===== src/rtl/nvs_pkg.sv =====
package nvs_pkg;
  localparam int CTL_W   = 5;
  localparam int B_VPP   = 0;
  localparam int B_LATCH = 1;
  localparam int B_ERASE = 2;
  localparam int B_ROW   = 3;
  localparam int B_BYTE  = 4;
  localparam int CFG_EN  = 0;

  typedef enum logic [1:0] {
    SEL_ARR  = 2'd0,
    SEL_CTL  = 2'd1,
    SEL_CFG  = 2'd2,
    SEL_NONE = 2'd3
  } sel_e;

  typedef enum logic [2:0] {
    E_NONE       = 3'd0,
    E_DUAL_RISE  = 3'd1,
    E_NO_DATA    = 3'd2,
    E_SHORT      = 3'd3,
    E_NO_LATCH   = 3'd4,
    E_BUSY       = 3'd5,
    E_RD_LATCHED = 3'd6
  } err_e;

  typedef enum logic [1:0] {
    OP_PROG = 2'd0,
    OP_BYTE = 2'd1,
    OP_ROW  = 2'd2,
    OP_BULK = 2'd3
  } op_e;
endpackage


===== src/rtl/nvs_ctl.sv =====
module nvs_ctl
  import nvs_pkg::*;
#(
  parameter int MIN_CYC = 10000
) (
  input  logic             clk,
  input  logic             rst_n,
  input  logic             wr_en,
  input  logic [CTL_W-1:0] wr_val,
  input  logic             pending,
  output logic [CTL_W-1:0] ctl_q,
  output logic             commit,
  output logic             discard,
  output err_e             err
);
  localparam int CNT_W = $clog2(MIN_CYC + 1);
  localparam logic [CNT_W-1:0] MIN_V = CNT_W'(MIN_CYC);

  logic [CTL_W-1:0] ctl_d, nv;
  logic [CNT_W-1:0] cnt_q, cnt_d;
  logic             dual, up, dn;

  always_comb begin
    nv = wr_val;
    if (!nv[B_LATCH]) nv = '0;
    dual = wr_val[B_LATCH] & ~ctl_q[B_LATCH] & wr_val[B_VPP] & ~ctl_q[B_VPP];
    up   = nv[B_VPP] & ~ctl_q[B_VPP];
    dn   = ctl_q[B_VPP] & ~nv[B_VPP];
    ctl_d   = ctl_q;
    cnt_d   = cnt_q;
    commit  = 1'b0;
    discard = 1'b0;
    err     = E_NONE;
    if (ctl_q[B_VPP] && (cnt_q < MIN_V)) cnt_d = cnt_q + 1'b1;
    if (wr_en) begin
      if (dual) begin
        err = E_DUAL_RISE;
      end else if (up && !pending) begin
        err = E_NO_DATA;
      end else begin
        ctl_d = nv;
        if (up) cnt_d = CNT_W'(1);
        if (dn) begin
          if (cnt_q >= MIN_V) begin
            commit = 1'b1;
          end else begin
            err     = E_SHORT;
            discard = 1'b1;
          end
        end else if (!nv[B_LATCH]) begin
          discard = 1'b1;
        end
      end
    end
  end

  always_ff @(posedge clk or negedge rst_n) begin
    if (!rst_n) begin
      ctl_q <= '0;
      cnt_q <= '0;
    end else begin
      ctl_q <= ctl_d;
      cnt_q <= cnt_d;
    end
  end

  assert_vpp_needs_latch_R3: assert property (@(posedge clk) disable iff (!rst_n)
    ctl_q[B_VPP] |-> ctl_q[B_LATCH]);

  assert_dual_rise_keeps_R3: assert property (@(posedge clk) disable iff (!rst_n)
    (wr_en && wr_val[B_LATCH] && wr_val[B_VPP] && !ctl_q[B_LATCH]) |=> $stable(ctl_q));

  assert_latch_off_clears_R2: assert property (@(posedge clk) disable iff (!rst_n)
    (wr_en && !wr_val[B_LATCH]) |=> (ctl_q == '0));
endmodule


===== src/rtl/nvs_latch.sv =====
module nvs_latch
  import nvs_pkg::*;
#(
  parameter int ADDR_W = 6
) (
  input  logic              clk,
  input  logic              rst_n,
  input  logic              wr_en,
  input  logic [ADDR_W-1:0] wr_addr,
  input  logic [7:0]        wr_data,
  input  logic              latch_on,
  input  logic              clear,
  output logic              pending_q,
  output logic [ADDR_W-1:0] addr_q,
  output logic [7:0]        data_q,
  output err_e              err
);
  logic take;

  always_comb begin
    take = 1'b0;
    err  = E_NONE;
    if (wr_en) begin
      if (!latch_on)      err  = E_NO_LATCH;
      else if (pending_q) err  = E_BUSY;
      else                take = 1'b1;
    end
  end

  always_ff @(posedge clk or negedge rst_n) begin
    if (!rst_n) begin
      pending_q <= 1'b0;
      addr_q    <= '0;
      data_q    <= '0;
    end else begin
      if (take) begin
        pending_q <= 1'b1;
        addr_q    <= wr_addr;
        data_q    <= wr_data;
      end else if (clear) begin
        pending_q <= 1'b0;
      end
    end
  end

  assert_latch_held_R5: assert property (@(posedge clk) disable iff (!rst_n)
    (pending_q && wr_en) |=> ($stable(addr_q) && $stable(data_q)));
endmodule


===== src/rtl/nvs_array.sv =====
module nvs_array
  import nvs_pkg::*;
#(
  parameter int ADDR_W = 6,
  parameter int ROW_W  = 4
) (
  input  logic              clk,
  input  logic              por_n,
  input  logic              commit,
  input  op_e               op,
  input  logic [ADDR_W-1:0] l_addr,
  input  logic [7:0]        l_data,
  input  logic [ADDR_W-1:0] rd_addr,
  output logic [7:0]        rd_byte,
  output logic [7:0]        cfg_byte
);
  localparam int DEPTH = 1 << ADDR_W;

  logic [7:0] mem_w [DEPTH];

  for (genvar i = 0; i < DEPTH; i++) begin : g_ent
    localparam logic [ADDR_W-1:0] IDX = ADDR_W'(i);
    logic [7:0] ent_q, ent_d;
    logic       hit_byte, hit_row;

    always_comb begin
      hit_byte = (l_addr == IDX);
      hit_row  = (l_addr[ADDR_W-1:ROW_W] == IDX[ADDR_W-1:ROW_W]);
      ent_d    = ent_q;
      if (commit) begin
        case (op)
          OP_PROG: if (hit_byte) ent_d = ent_q & l_data;
          OP_BYTE: if (hit_byte) ent_d = 8'hFF;
          OP_ROW:  if (hit_row)  ent_d = 8'hFF;
          default: ent_d = 8'hFF;
        endcase
      end
    end

    always_ff @(posedge clk or negedge por_n) begin
      if (!por_n) ent_q <= 8'hFF;
      else        ent_q <= ent_d;
    end

    assign mem_w[i] = ent_q;

    assert_prog_no_set_R8: assert property (@(posedge clk) disable iff (!por_n)
      (commit && op == OP_PROG) |=> ((ent_q & ~$past(ent_q)) == 8'h00));

    assert_bulk_fills_R11: assert property (@(posedge clk) disable iff (!por_n)
      (commit && op == OP_BULK) |=> (ent_q == 8'hFF));
  end

  assign rd_byte  = mem_w[rd_addr];
  assign cfg_byte = mem_w[DEPTH-1];
endmodule


===== src/rtl/nvm_prog_seq.sv =====
module nvm_prog_seq
  import nvs_pkg::*;
#(
  parameter int ADDR_W  = 6,
  parameter int ROW_W   = 4,
  parameter int MIN_CYC = 10000
) (
  input  logic              clk,
  input  logic              rst_n,
  input  logic              por_n,
  input  logic              bus_wr,
  input  logic              bus_rd,
  input  logic [1:0]        bus_sel,
  input  logic [ADDR_W-1:0] bus_addr,
  input  logic [7:0]        bus_wdata,
  output logic [7:0]        bus_rdata,
  output logic              err_valid,
  output logic [2:0]        err_code,
  output logic              arr_mapped
);
  localparam logic [ADDR_W-1:0] LAST = '1;

  sel_e              sel;
  logic [CTL_W-1:0]  ctl_q;
  logic              commit, discard, pending;
  logic              ctl_wr, lat_wr, rd_go;
  logic [ADDR_W-1:0] lat_addr, l_addr;
  logic [7:0]        l_data, arr_byte, cfg_byte;
  logic [7:0]        cfg_live, rd_d, rdata_q;
  logic              reload_q, mapped;
  err_e              ctl_err, lat_err, rd_err, err_d;
  logic [2:0]        err_q;
  op_e               op;

  assign sel      = sel_e'(bus_sel);
  assign mapped   = cfg_live[CFG_EN] & ~reload_q;
  assign ctl_wr   = bus_wr && (sel == SEL_CTL);
  assign lat_wr   = bus_wr && (((sel == SEL_ARR) && mapped) || (sel == SEL_CFG));
  assign lat_addr = (sel == SEL_CFG) ? LAST : bus_addr;
  assign rd_go    = bus_rd && !bus_wr;

  nvs_ctl #(.MIN_CYC(MIN_CYC)) u_ctl (
    .clk(clk), .rst_n(rst_n), .wr_en(ctl_wr), .wr_val(bus_wdata[CTL_W-1:0]),
    .pending(pending), .ctl_q(ctl_q), .commit(commit), .discard(discard),
    .err(ctl_err)
  );

  nvs_latch #(.ADDR_W(ADDR_W)) u_lat (
    .clk(clk), .rst_n(rst_n), .wr_en(lat_wr), .wr_addr(lat_addr),
    .wr_data(bus_wdata), .latch_on(ctl_q[B_LATCH]), .clear(commit | discard),
    .pending_q(pending), .addr_q(l_addr), .data_q(l_data), .err(lat_err)
  );

  always_comb begin
    if (!ctl_q[B_ERASE])                       op = OP_PROG;
    else if (ctl_q[B_BYTE] || (l_addr == LAST)) op = OP_BYTE;
    else if (ctl_q[B_ROW])                     op = OP_ROW;
    else                                       op = OP_BULK;
  end

  nvs_array #(.ADDR_W(ADDR_W), .ROW_W(ROW_W)) u_arr (
    .clk(clk), .por_n(por_n), .commit(commit), .op(op), .l_addr(l_addr),
    .l_data(l_data), .rd_addr(bus_addr), .rd_byte(arr_byte), .cfg_byte(cfg_byte)
  );

  always_comb begin
    rd_d   = 8'h00;
    rd_err = E_NONE;
    case (sel)
      SEL_CTL: rd_d = {{(8-CTL_W){1'b0}}, ctl_q};
      SEL_CFG: rd_d = cfg_live;
      SEL_ARR: begin
        if (mapped) begin
          if (ctl_q[B_LATCH]) rd_err = E_RD_LATCHED;
          else                rd_d   = arr_byte;
        end
      end
      default: rd_d = 8'h00;
    endcase
    if (!rd_go) rd_err = E_NONE;
    err_d = err_e'(ctl_err | lat_err | rd_err);
  end

  always_ff @(posedge clk or negedge rst_n) begin
    if (!rst_n) begin
      cfg_live <= '0;
      reload_q <= 1'b1;
    end else if (reload_q) begin
      cfg_live <= cfg_byte;
      reload_q <= 1'b0;
    end
  end

  always_ff @(posedge clk or negedge rst_n) begin
    if (!rst_n) begin
      rdata_q <= '0;
      err_q   <= '0;
    end else begin
      if (rd_go) rdata_q <= rd_d;
      err_q <= err_d;
    end
  end

  assign bus_rdata  = rdata_q;
  assign err_code   = err_q;
  assign err_valid  = (err_q != 3'd0);
  assign arr_mapped = mapped;

  assert_vpp_has_data_R4: assert property (@(posedge clk) disable iff (!rst_n)
    ctl_q[B_VPP] |-> pending);

  assert_read_blocked_R6: assert property (@(posedge clk) disable iff (!rst_n)
    (rd_go && sel == SEL_ARR && mapped && ctl_q[B_LATCH])
      |=> (err_valid && err_code == 3'd6 && bus_rdata == 8'h00));

  assert_cfg_live_hold_R12: assert property (@(posedge clk) disable iff (!rst_n)
    !reload_q |=> $stable(cfg_live));

  assert_unmapped_quiet_R13: assert property (@(posedge clk) disable iff (!rst_n)
    (bus_wr && sel == SEL_ARR && !mapped) |=> !err_valid);

  assert_idle_no_err_R14: assert property (@(posedge clk) disable iff (!rst_n)
    (!bus_wr && !bus_rd) |=> !err_valid);
endmodule


===== config.mk =====
export PLATFORM = sky130hd
export DESIGN_NAME = nvm_prog_seq
export DESIGN_NICKNAME = d
export VERILOG_FILES = /design/src/rtl/nvs_pkg.sv /design/src/rtl/nvs_ctl.sv /design/src/rtl/nvs_latch.sv /design/src/rtl/nvs_array.sv /design/src/rtl/nvm_prog_seq.sv
export SDC_FILE = /design/constraint.sdc
export NUM_CORES = 1
export LEC_CHECK = 0
export BUFFER_PORTS_ARGS = -buffer_cell sky130_fd_sc_hd__buf_4
export CORE_ASPECT_RATIO = 1.2
export CORE_MARGIN = 1
export CORE_UTILIZATION = 45
export DETAILED_ROUTE_END_ITERATION = 10
export SYNTH_ARGS = -nofsm -noshare
export SYNTH_HDL_FRONTEND = slang
export SYNTH_SLANG_ARGS = --single-unit

===== constraint.sdc =====
create_clock -name clk -period 6.1 [get_ports clk]
set_clock_uncertainty 0.15 [all_clocks]
set_input_delay 0.915 -clock clk [delete_from_list [all_inputs] [get_ports clk]]
set_output_delay 0.915 -clock clk [all_outputs]
set_load 0.005 [all_outputs]

==> reports/qor.txt <==
top cell type's share of synthesized area -> 0.4903
Clock power frac -> 0.375
post-route cell area -> 0.02979 mm²
Die Y -> 272.8 µm
num rows -> 98
clock buffer depth -> 3
via/cell ratio -> 5.914
status -> completed
WL/cell -> 24.01 µm
Slew headroom -> 0.2033
ranking of synthesized cells by area -> dfstp_2, mux4_2, o21ai_0
share of cells above drive strength 1 -> 0.3575
number of global-route vias before repair -> 19.62k
Die ar. -> 0.06209 mm²
Synth Warn # -> 0
Overall Global Routing Usage -> 0.2593
Post-synth EDFFs -> 0
initial antenna violation count -> 1
worst slew pin tran -> 1.192 ns
WS Path Type -> input pin to flip-flop
Max stage delay on crit path -> 0.60 ns
core area -> 0.05996 mm²
total of max-cap violations -> 0
CP cell instances -> buf_6 > buf_4 > mux4_2 > mux2i_1 > a211oi_1 > a2111oi_0 > o21ai_0
Initial DRT Pass Iterations -> 5
CTS root buffer -> clkbuf_16
most common cell in the netlist -> nand2_1
Post-CTS Hold Buffers -> 0
FF-to-FF path depth -> 5
RSZ-0062 raised after global routing -> false
syn avg cell area -> 10.98 µm²
Hold Vio Cnt, Final -> 0
largest net degree at the start of global routing -> 154
ys async rst share -> 1.000
Leakage Power -> 0.01343 µW
Num CTS Buffers -> 58
slowest CP cell -> buf_4
Psw -> 3215 µW
Synth cell types -> 60
drt drc -> 0
Final Wtd Congestion -> 0.8832
Mapped Cells -> 2504
CTS sink cnt -> 566
I/O Buffers -> 33
final critical-path required period -> 3.328 ns
final wirelength -> 78550 µm
# fillers -> 5289
global-route wire length before repair -> 122700 µm
postcts setup bufs -> 0
VDD IR-drop max -> 0.2308 mV
sequential power share -> 0.446
CTS tree -> yes
R2R setup slack -> 2.89 ns
achievable frequency -> 300.5 MHz
crit path from -> bus_addr[2]
most frequent cells after synthesis -> nand2_1, dfstp_2, o21ai_0
Crit path arrival time -> 3.67 ns
Seq cells post-synth -> 566
setup tns final -> 0 ns
Mapped Area -> 0.02749 mm²
RR Endpoint -> u_arr.g_ent[16].ent_q[6]
Slew Limit Fails -> 0
Antenna Nets Post-Route -> 0
grt total ovfl -> 0
Nets -> 2445
# resized after CTS -> 0
Hold WC Path Type -> input pin to asynchronous set/reset pin
Worst setup SP type -> input pin
Horiz. Die Dim -> 227.6 µm
Int Pwr -> 6835 µW
Comb pwr share -> 0.179
crit path capture -> bus_rdata[4]
clk_lat worst skew -> 0.64 ns
DP Area -> 0.02778 mm²
Final Cycle Share -> 0.5455
Synth area leader -> dfstp_2
pwr/cell area -> 337.4 mW/mm²
Top-Level Pins -> 34
Worst-path clk slew -> 0.06 ns
via count -> 19.34k
worst-path fanout max -> 59
Initial Util -> 0.4585
Main synth FF type -> dfstp_2
crit end category -> flip-flop
Setup-failing EPs final -> 0
reg2reg start -> u_lat.addr_q[5]
dpl hpwl -> 50410 µm
Syn Nets -> 2527
Seq/Total Area, Yosys -> 0.5385
Required @ worst endpoint -> 6.44 ns
Sw Ratio -> 0.3199
DRT iter0 DRCs -> 1662
CTS H-tree lvls -> 2
area delta synth->final -> 8.360%
flip-flops by register name (all words and copies together), names as in the netlist:
name and count:
u_lat.data_q 8, u_ctl.ctl_q 5, err_code 3, u_lat.pending_q 1, cfg_live 8, reload_q 1, bus_rdata 8, u_arr.cfg_byte 8
u_ctl.cnt_q 14, u_arr.g_ent.ent_q 504, u_lat.addr_q 6
power groups by stage:
stage / Combinational [µW] / Sequential (µW) / Clock, µW
6_report: 1800 / 4480 / 3770
5_1_grt: 1920 / 4520 / 3980
4_1_cts: 1790 / 4480 / 3830
3_5_place_dp: 1780 / 4530 / 0
3_3_place_gp: 1750 / 4520 / 0
2_1_floorplan: 1160 / 4400 / 0
cells by family (layout without fill, tap and decap cells):
logic type / count (synthesis) / after routing / synth area share
AND/OR/NAND/NOR: 792 / 792 / 0.1216
AO/OA/AOI/OAI: 711 / 711 / 0.1645
flip-flops: 566 / 566 / 0.5385
multiplexers: 215 / 215 / 0.1250
buffers and inverters: 205 / 171 / 0.04546
XOR/XNOR: 12 / 12 / 0.003823
adder cells (fa/ha/maj): 2 / 2 / 0.0009101
other: 1 / 2 / 0.0001364
cells in the final DEF (no fill, tap or decap), drive strengths merged, types with 2 or more instances in the layout:
| cell type | instances |
|---|---|
| inv | 6 |
| nand4 | 4 |
| mux2 | 16 |
| nand2 | 572 |
| nor4 | 2 |
| o211ai | 4 |
| or2 | 67 |
| nor3 | 5 |
| buf | 58 |
| dfrtp | 53 |
| and2 | 3 |
| clkinv | 18 |
| nor2 | 80 |
| clkbuf | 79 |
| a211oi | 7 |
| o21ai | 601 |
| ha | 2 |
| mux4 | 101 |
| and4 | 3 |
| clkinvlp | 2 |
| nand3 | 12 |
| nor2b | 24 |
| xnor2 | 4 |
| mux2i | 98 |
| dfstp | 513 |
| a2111oi | 3 |
| o22ai | 7 |
| a21oi | 29 |
| xor2 | 8 |
| a22oi | 55 |
| bufinv | 8 |
| nand2b | 9 |
| and3 | 5 |
layout make-up:
class	instances	area [µm²]	area share
diodes	1	2.502	0.00008400
clock buffers	79	1640	0.05506
clock inverters	29	369.1	0.01239
inverters	5	18.77	0.0006300
multi-input cells	1733	11460	0.3845
flip-flops and latches	566	14820	0.4973
well taps	800	1001	0.03360
repair buffers	58	488.0	0.01638
through the flow:
step / hold WS, ns / util / power (µW) / cells / setup slack, ns
floorplan: 0.3053 / - / 5555 / 2504 / 3.038
global placement: 0.3134 / 0.4633 / 6269 / 3162 / 1.968
detailed placement: 0.3173 / 0.4633 / 6314 / 3162 / 2.128
CTS: 0.2068 / 0.4968 / 10100 / 3270 / 2.781
global route: 0.2515 / 0.4968 / 10420 / 3270 / 2.541
finish: 0.2037 / 0.4968 / 10050 / 3271 / 2.772
how the worst min path moves through the flow:
| stage | start | cells past startpoint | slack (ns) | endpoint |
|---|---|---|---|---|
| after detailed placement | u_arr.g_ent[43].ent_q[4] | 2 | 0.32 | u_arr.g_ent[43].ent_q[4] |
| after CTS | rst_n | 1 | 0.21 | u_ctl.cnt_q[12] |
| after floorplan | u_arr.g_ent[10].ent_q[0] | 2 | 0.31 | u_arr.g_ent[10].ent_q[0] |
| after global routing | rst_n | 1 | 0.25 | u_ctl.cnt_q[1] |
| final | rst_n | 1 | 0.20 | u_lat.pending_q |
| after global placement | u_arr.g_ent[55].ent_q[4] | 2 | 0.31 | u_arr.g_ent[55].ent_q[4] |
critical path, delay by kind of cell:
family / cells / cell delay (ns)
AO/OA/AOI/OAI: 3 / 0.57
buffers and inverters: 2 / 1.13
multiplexers: 2 / 0.93
layer usage:
| metal | up-vias | GRT usage | part of all wire | routed length (µm) |
|---|---|---|---|---|
| li1 | 8530 | - | - | - |
| met1 | 10051 | 0.3545 | 0.43 | 33830 |
| met2 | 631 | 0.4249 | 0.48 | 38050 |
| met3 | 132 | 0.03527 | 0.055 | 4318 |
| met4 | 0 | 0.08548 | 0.030 | 2343 |
| met5 | - | 0 | 0 | 0 |
(Power assumes the default switching activity.)
